<file path="src/rtl/rwe_pkg.sv">
package rwe_pkg;
    localparam int NUM_PINS  = 3;
    localparam int PIN_PB    = 0;
    localparam int PIN_HRST  = 1;
    localparam int PIN_COVER = 2;
    // idle levels of the pins: button low, hot-reset high, cover high
    localparam logic [NUM_PINS-1:0] PIN_IDLE = 3'b110;

    localparam int NUM_IRQ   = 2;
    localparam int IRQ_PB    = 0;
    localparam int IRQ_COVER = 1;
endpackage

</file>
<file path="src/rtl/rwe_debounce.sv">
module rwe_debounce #(
    parameter int   DEB_CYCLES = 16,
    parameter logic IDLE_LVL   = 1'b0
) (
    input  logic clk,
    input  logic rst_n,
    input  logic raw_i,
    output logic level_o,
    output logic rise_o,
    output logic fall_o
);
    localparam int CW = $clog2(DEB_CYCLES + 1);

    typedef struct packed {
        logic [1:0]    sync;
        logic          level;
        logic          rise;
        logic          fall;
        logic [CW-1:0] cnt;
    } deb_t;

    deb_t st_d, st_q;

    always_comb begin
        st_d      = st_q;
        st_d.sync = {st_q.sync[0], raw_i};
        st_d.rise = 1'b0;
        st_d.fall = 1'b0;
        if (st_q.sync[1] != st_q.level) begin
            if (st_q.cnt == CW'(DEB_CYCLES - 1)) begin
                st_d.level = st_q.sync[1];
                st_d.cnt   = '0;
                st_d.rise  = st_q.sync[1];
                st_d.fall  = ~st_q.sync[1];
            end else begin
                st_d.cnt = st_q.cnt + 1'b1;
            end
        end else begin
            st_d.cnt = '0;
        end
    end

    always_ff @(posedge clk or negedge rst_n) begin
        if (!rst_n) begin
            st_q.sync  <= {IDLE_LVL, IDLE_LVL};
            st_q.level <= IDLE_LVL;
            st_q.rise  <= 1'b0;
            st_q.fall  <= 1'b0;
            st_q.cnt   <= '0;
        end else begin
            st_q <= st_d;
        end
    end

    assign level_o = st_q.level;
    assign rise_o  = st_q.rise;
    assign fall_o  = st_q.fall;

    AST_DEB_FULL_RUN: assert property (@(posedge clk) disable iff (!rst_n)
        !$stable(st_q.level) |-> $past(st_q.cnt) == CW'(DEB_CYCLES - 1));
    AST_DEB_ONE_EDGE: assert property (@(posedge clk) disable iff (!rst_n)
        !(st_q.rise && st_q.fall));
endmodule

</file>
<file path="src/rtl/rwe_reset_ctrl.sv">
module rwe_reset_ctrl #(
    parameter int POR_CYCLES = 1000,
    parameter int MPU_CYCLES = 100
) (
    input  logic clk,
    input  logic rst_n,
    input  logic ldo_good,
    input  logic core_ok,
    input  logic hrst_evt,
    output logic por_n,
    output logic cpu_rst_n
);
    localparam int PCW = $clog2(POR_CYCLES + 1);
    localparam int MCW = $clog2(MPU_CYCLES + 1);

    typedef struct packed {
        logic           por;
        logic           cpu;
        logic [PCW-1:0] pcnt;
        logic [MCW-1:0] mcnt;
    } rst_t;

    rst_t st_d, st_q;
    logic trig;

    always_comb begin
        st_d = st_q;
        if (!ldo_good) begin
            st_d.por  = 1'b0;
            st_d.pcnt = '0;
        end else if (!st_q.por) begin
            if (st_q.pcnt == PCW'(POR_CYCLES - 1)) begin
                st_d.por  = 1'b1;
                st_d.pcnt = '0;
            end else begin
                st_d.pcnt = st_q.pcnt + 1'b1;
            end
        end

        trig = hrst_evt && core_ok && st_q.por;
        if (trig) begin
            st_d.mcnt = MCW'(MPU_CYCLES);
        end else if (st_q.mcnt != '0) begin
            st_d.mcnt = st_q.mcnt - 1'b1;
        end
        if (!st_d.por) begin
            st_d.mcnt = '0;
        end
        st_d.cpu = st_d.por && (st_d.mcnt == '0);
    end

    always_ff @(posedge clk or negedge rst_n) begin
        if (!rst_n) begin
            st_q <= '0;
        end else begin
            st_q <= st_d;
        end
    end

    assign por_n     = st_q.por;
    assign cpu_rst_n = st_q.cpu;

    AST_POR_HOLDOFF: assert property (@(posedge clk) disable iff (!rst_n)
        $rose(st_q.por) |-> $past(st_q.pcnt) == PCW'(POR_CYCLES - 1));
    AST_POR_DROP: assert property (@(posedge clk) disable iff (!rst_n)
        !ldo_good |=> !por_n);
    AST_PULSE_NEEDS_CORE: assert property (@(posedge clk) disable iff (!rst_n)
        ($fell(cpu_rst_n) && por_n) |-> $past(core_ok));
    AST_PULSE_END: assert property (@(posedge clk) disable iff (!rst_n)
        ($rose(cpu_rst_n) && $past(por_n)) |-> $past(st_q.mcnt) == MCW'(1));
    AST_CPU_UNDER_POR: assert property (@(posedge clk) disable iff (!rst_n)
        !por_n |-> !cpu_rst_n);
endmodule

</file>
<file path="src/rtl/rwe_irq_ctrl.sv">
module rwe_irq_ctrl
    import rwe_pkg::*;
(
    input  logic               clk,
    input  logic               rst_n,
    input  logic [NUM_IRQ-1:0] set_i,
    input  logic [NUM_IRQ-1:0] mask_i,
    input  logic [NUM_IRQ-1:0] clr_i,
    output logic [NUM_IRQ-1:0] stat_o,
    output logic               irq_o
);
    typedef struct packed {
        logic [NUM_IRQ-1:0] stat;
        logic               irq;
    } irq_t;

    irq_t st_d, st_q;

    always_comb begin
        st_d      = st_q;
        st_d.stat = (st_q.stat & ~clr_i) | set_i;
        st_d.irq  = |(st_d.stat & ~mask_i);
    end

    always_ff @(posedge clk or negedge rst_n) begin
        if (!rst_n) begin
            st_q <= '0;
        end else begin
            st_q <= st_d;
        end
    end

    assign stat_o = st_q.stat;
    assign irq_o  = st_q.irq;

    AST_STAT_STICKY: assert property (@(posedge clk) disable iff (!rst_n)
        (($past(stat_o) & ~$past(clr_i) & ~stat_o) == '0));
    AST_SET_WINS: assert property (@(posedge clk) disable iff (!rst_n)
        ((($past(set_i) & ~stat_o)) == '0));
    AST_IRQ_QUIET: assert property (@(posedge clk) disable iff (!rst_n)
        ($past(stat_o) == '0 && $past(set_i) == '0) |-> !irq_o);
endmodule

</file>
<file path="src/rtl/rwe_reset_wake_gen.sv">
module rwe_reset_wake_gen
    import rwe_pkg::*;
#(
    parameter int DEB_CYCLES = 16,
    parameter int POR_CYCLES = 1000,
    parameter int MPU_CYCLES = 100
) (
    input  logic               clk,
    input  logic               rst_n,
    input  logic               pb_raw,
    input  logic               hrst_raw_n,
    input  logic               cover_raw,
    input  logic               ldo_good,
    input  logic               core_ok,
    input  logic [NUM_IRQ-1:0] irq_mask,
    input  logic [NUM_IRQ-1:0] irq_clr,
    output logic               por_n,
    output logic               cpu_rst_n,
    output logic               pb_evt,
    output logic               hrst_evt,
    output logic               cover_evt,
    output logic [NUM_IRQ-1:0] irq_stat,
    output logic               irq
);
    logic [NUM_PINS-1:0] raw_vec;
    logic [NUM_PINS-1:0] lvl_vec;
    logic [NUM_PINS-1:0] rise_vec;
    logic [NUM_PINS-1:0] fall_vec;
    logic [NUM_IRQ-1:0]  irq_set;

    assign raw_vec[PIN_PB]    = pb_raw;
    assign raw_vec[PIN_HRST]  = hrst_raw_n;
    assign raw_vec[PIN_COVER] = cover_raw;

    for (genvar g = 0; g < NUM_PINS; g++) begin : g_pin
        rwe_debounce #(
            .DEB_CYCLES (DEB_CYCLES),
            .IDLE_LVL   (PIN_IDLE[g])
        ) u_deb (
            .clk     (clk),
            .rst_n   (rst_n),
            .raw_i   (raw_vec[g]),
            .level_o (lvl_vec[g]),
            .rise_o  (rise_vec[g]),
            .fall_o  (fall_vec[g])
        );
    end

    assign pb_evt    = rise_vec[PIN_PB];
    assign hrst_evt  = fall_vec[PIN_HRST];
    assign cover_evt = fall_vec[PIN_COVER];

    rwe_reset_ctrl #(
        .POR_CYCLES (POR_CYCLES),
        .MPU_CYCLES (MPU_CYCLES)
    ) u_rst (
        .clk       (clk),
        .rst_n     (rst_n),
        .ldo_good  (ldo_good),
        .core_ok   (core_ok),
        .hrst_evt  (hrst_evt),
        .por_n     (por_n),
        .cpu_rst_n (cpu_rst_n)
    );

    assign irq_set[IRQ_PB]    = pb_evt;
    assign irq_set[IRQ_COVER] = cover_evt;

    rwe_irq_ctrl u_irq (
        .clk    (clk),
        .rst_n  (rst_n),
        .set_i  (irq_set),
        .mask_i (irq_mask),
        .clr_i  (irq_clr),
        .stat_o (irq_stat),
        .irq_o  (irq)
    );

    AST_EVT_LEVEL_PB: assert property (@(posedge clk) disable iff (!rst_n)
        pb_evt |-> lvl_vec[PIN_PB]);
    AST_EVT_LEVEL_COVER: assert property (@(posedge clk) disable iff (!rst_n)
        cover_evt |-> !lvl_vec[PIN_COVER]);
endmodule

</file>
<file path="config.mk">
export PLATFORM = sky130hd
export DESIGN_NAME = rwe_reset_wake_gen
export DESIGN_NICKNAME = d
export VERILOG_FILES = /design/src/rtl/rwe_pkg.sv /design/src/rtl/rwe_debounce.sv /design/src/rtl/rwe_reset_ctrl.sv /design/src/rtl/rwe_irq_ctrl.sv /design/src/rtl/rwe_reset_wake_gen.sv
export SDC_FILE = /design/constraint.sdc
export NUM_CORES = 1
export LEC_CHECK = 0
export ABC_AREA = 1
export BUFFER_PORTS_ARGS = -buffer_cell sky130_fd_sc_hd__buf_2
export CAP_MARGIN = 20
export CORE_ASPECT_RATIO = 1.75
export CORE_MARGIN = 2
export CORE_UTILIZATION = 35
export CTS_CLUSTER_SIZE = 25
export DETAILED_ROUTE_END_ITERATION = 10
export PLACE_DENSITY_LB_ADDON = 0.08
export SYNTH_ARGS = -nofsm -noshare
export SYNTH_HDL_FRONTEND = slang
export SYNTH_SLANG_ARGS = --single-unit
export TNS_END_PERCENT = 50
</file>
<file path="constraint.sdc">
create_clock -name clk -period 1.74 [get_ports clk]
set_input_delay 0 -clock clk [delete_from_list [all_inputs] [get_ports clk]]
set_output_delay 0 -clock clk [all_outputs]
set_load 0.1 [all_outputs]
</file>
==> results.py <==
metrics = {
    "cts": {
        "cts_root_buf": "clkbuf_8",
        "cts_tree": "yes",
        "clk_latency_ns": 0.29,
        "cts.sinks": 49,
        "clk_pin_slew_ns": 0.09,
        "cts_buffer_depth": 2,
        "cts_max_level": 2,
        "cts_made_buffers": 5,
    },
    "drt": {
        "wl_per_cell_um": 11.14,
        "vias_per_cell": 4.458,
        "antenna_left": 0,
        "first_iter_violations": 69,
        "vias": 1605,
        "drc": 0,
        "drt_wl_total_mm": 4.012,
        "drtPass1Iterations": 4,
    },
    "yosys": {
        "syn_inst": 243,
        "ys_seq_area_share_pct": 55.58,
        "synth_warnings": 0,
        "syn_area_um2": 2220,
        "ys_types": 27,
        "synth_edf_count": 0,
        "synthArstFlopShare_pct": 100.0,
        "synth_ff_type": "dfrtp_1",
        "synth-seq-cells": 49,
        "avgSynthCellArea_um2": 9.134,
        "synth_nets": 260,
    },
    "setup_path": {
        "cp_max_fo": 6,
        "crit_arrival_ns": 1.69,
        "reg2reg_depth": 9,
        "worst_path_max_delay_cell": "dfrtp_1",
        "crit_family": "flip-flops",
        "critical-path-max-stage-delay_ns": 0.38,
        "setup.worst_path.class": "flop to flop",
        "worstSetupEndpointType": "flop",
        "critPathRequiredTime_ns": 1.93,
        "path_cells": "inv_1 > buf_4 > ha_1 > xor2_1 > nand2_1 > nand2_1 > nand2_1 > nand3_1 > nor2_1",
        "r2r_setup_slack_ns": 0.23,
        "crit_buf_inv": 2,
        "start_kind": "flop",
        "cp.depth": 9,
        "crit_top_cell": "nand2_1",
        "r2r_start": "u_rst.st_q[0]",
        "critPathLaunch": "u_rst.st_q[0]",
        "r2r-end": "u_rst.cpu_rst_n",
    },
    "layout": {
        "n_antenna_cell": 0,
        "final_nets": 296,
        "drive_above_1_share_pct": 17.86,
        "fill_cells": 628,
        "syn2layout_area_growth_pct": 17.59,
    },
    "floorplan": {
        "dieArea_um2": 7020,
        "fp.dieH_um": 109.3,
        "fp.dieW_um": 64.20,
        "placeableCoreArea_um2": 6181,
        "rows": 38,
        "pin_count": 19,
        "initial_core_util_pct": 35.91,
    },
    "power_and_ir_drop": {
        "power_frac_clock_pct": 32.3,
        "power_frac_seq_pct": 62.0,
        "ir_drop_v": 0.0004884,
        "netSwitchingPower_uw": 417.3,
        "p_leak_uw": 0.001351,
        "comb_power_share_pct": 5.7,
        "power_density_nw_per_um2": 737.2,
        "p_sw_share_pct": 21.69,
        "power.internal_uw": 1507,
    },
    "sta": {
        "min_period_over_period_pct": 86.51,
        "timing.fmax_ghz": 0.6643,
        "fin_setup_tns_ns": 0,
        "rsz0062_at_grt": "no",
        "hold_viol_final": 0,
        "whs_ns": 0.1795,
        "fin_skew_ns": 0.007905,
        "finalSetupViolations": 0,
        "slew_headroom_pct": 67.54,
        "worst_pin_slew_ns": 0.4902,
        "period_minus_slack_ns": 1.505,
        "slew_viol_final": 0,
    },
    "job": {
        "max_cap_violations": 0,
    },
    "global_routing": {
        "grt_pass1_vias": 1674,
        "grt_max_degree": 33,
        "grt_usage_pct": 13.14,
        "grt_first_pass_wirelength_mm": 7.182,
        "overflow": 0,
        "antenna_found_initial": 0,
    },
    "outcome": {
        "status": "completed",
    },
    "min_path": {
        "hp-class": "primary input to async pin",
    },
    "placed_design": {
        "port_buffers": 18,
        "place.gp.congestion": 0.7325,
        "hpwlAfterDp_mm": 3.073,
    },
}
## worst max path at each step
stage	endpoint	slack [ns]
floorplan	u_rst.cpu_rst_n	0.005
global placement	u_rst.cpu_rst_n	0.21
detailed placement	u_rst.cpu_rst_n	0.18
CTS	u_rst.cpu_rst_n	0.16
global route	u_rst.cpu_rst_n	0.06
finish	u_rst.cpu_rst_n	0.23
## cell type report
class | count | area [um2] | share of cell area, %
clock buffers | 8 | 80.08 | 3.068
well taps | 80 | 100.1 | 3.835
repair buffers | 29 | 207.7 | 7.958
inverters | 32 | 120.1 | 4.602
multi-input cells | 162 | 868.3 | 33.27
flip-flops and latches | 49 | 1234 | 47.27
## cell usage after synthesis, types with 2 or more instances
library cell  count  area, um2
a21oi_1           3      15.01
dfrtp_1          43       1076
dfstp_2           6      157.7
ha_1              6      75.07
inv_1            31      116.4
nand2_1          49      183.9
nand2_2           5      31.28
nand3_1          16      80.08
nand4_1           3      18.77
nor2_1           36      135.1
nor2_2            5      31.28
nor3_1            3      15.01
nor4_1            2      12.51
o21ai_1           5      25.02
o21bai_1          2      15.01
o22ai_1           4      25.02
or2_2             3      18.77
xnor2_1           4      35.03
xor2_1            9      78.83
## cells in the final DEF (no fill, tap or decap), drive strengths merged
master and n:
o22ai 4, nand3b 1, nor2 42, a21oi 4, inv 32, clkbuf 8
xor2 9, ha 6, dfstp 6, nor4 2, a22o 1, xnor2 4
nand4 3, o21bai 2, a21boi 1, or2 3, dfrtp 43, nand3 17
dlygate4sd3 9, buf 20, o21ai 6, nor3 3, nand2 54
## sequential cells by signal, summed over array words and instances, names as in the netlist
| register | cells |
|---|---|
| u_irq.stat_o | 2 |
| g_pin.u_deb.rise_o | 1 |
| u_rst.por_n | 1 |
| g_pin.u_deb.st_q | 18 |
| u_rst.st_q | 17 |
| u_irq.irq_o | 1 |
| g_pin.u_deb.level_o | 3 |
| u_rst.cpu_rst_n | 1 |
| g_pin.u_deb.st_d | 3 |
| g_pin.u_deb.fall_o | 2 |
## routing by layer
layer / vias up / GRT usage (%) / part of all wire [%]
met3: 4 / 2.456 / 2.7
met2: 24 / 24.55 / 54
met4: 0 / 5.927 / 1.6
li1: 838 / - / -
met5: - / 0 / 0
met1: 739 / 14.14 / 42
## cells by family after synthesis
| kind of cell | Yosys count | share of synthesized area [%] |
|---|---|---|
| XOR/XNOR | 13 | 5.130 |
| adder cells (fa/ha/maj) | 6 | 3.382 |
| flip-flops | 49 | 55.58 |
| AND/OR/NAND/NOR | 125 | 25.03 |
| buffers and inverters | 32 | 5.411 |
| AO/OA/AOI/OAI | 18 | 5.467 |
## through the flow
stage	instance area [um2]	std cells	utilization, %	worst slack (ns)	power [uW]
after floorplan	2220	243	-	0.005477	1260
after global placement	2437	343	39.43	0.2139	1314
after detailed placement	2437	343	39.43	0.1819	1316
after CTS	2608	360	42.19	0.1626	1973
after global routing	2610	360	42.23	0.05506	2028
final	2610	360	42.23	0.2348	1924
## power by group through the flow
stage               Clock, uW  Combinational, uW  Sequential, uW
global route              698                131            1200
detailed placement          0               99.9            1220
global placement            0               99.5            1210
finish                    621                110            1190
floorplan                   0               49.2            1210
CTS                       666                114            1190
## what timing repair did
action / in CTS / in global routing
endpoints found under the setup margin: 0 / 1
hold endpoints to repair: 25 / 0
hold buffers: 9 / 0
buffers inserted: 0 / 0
gates resized for setup: 0 / 1
Power figures use the tool's default switching activity.
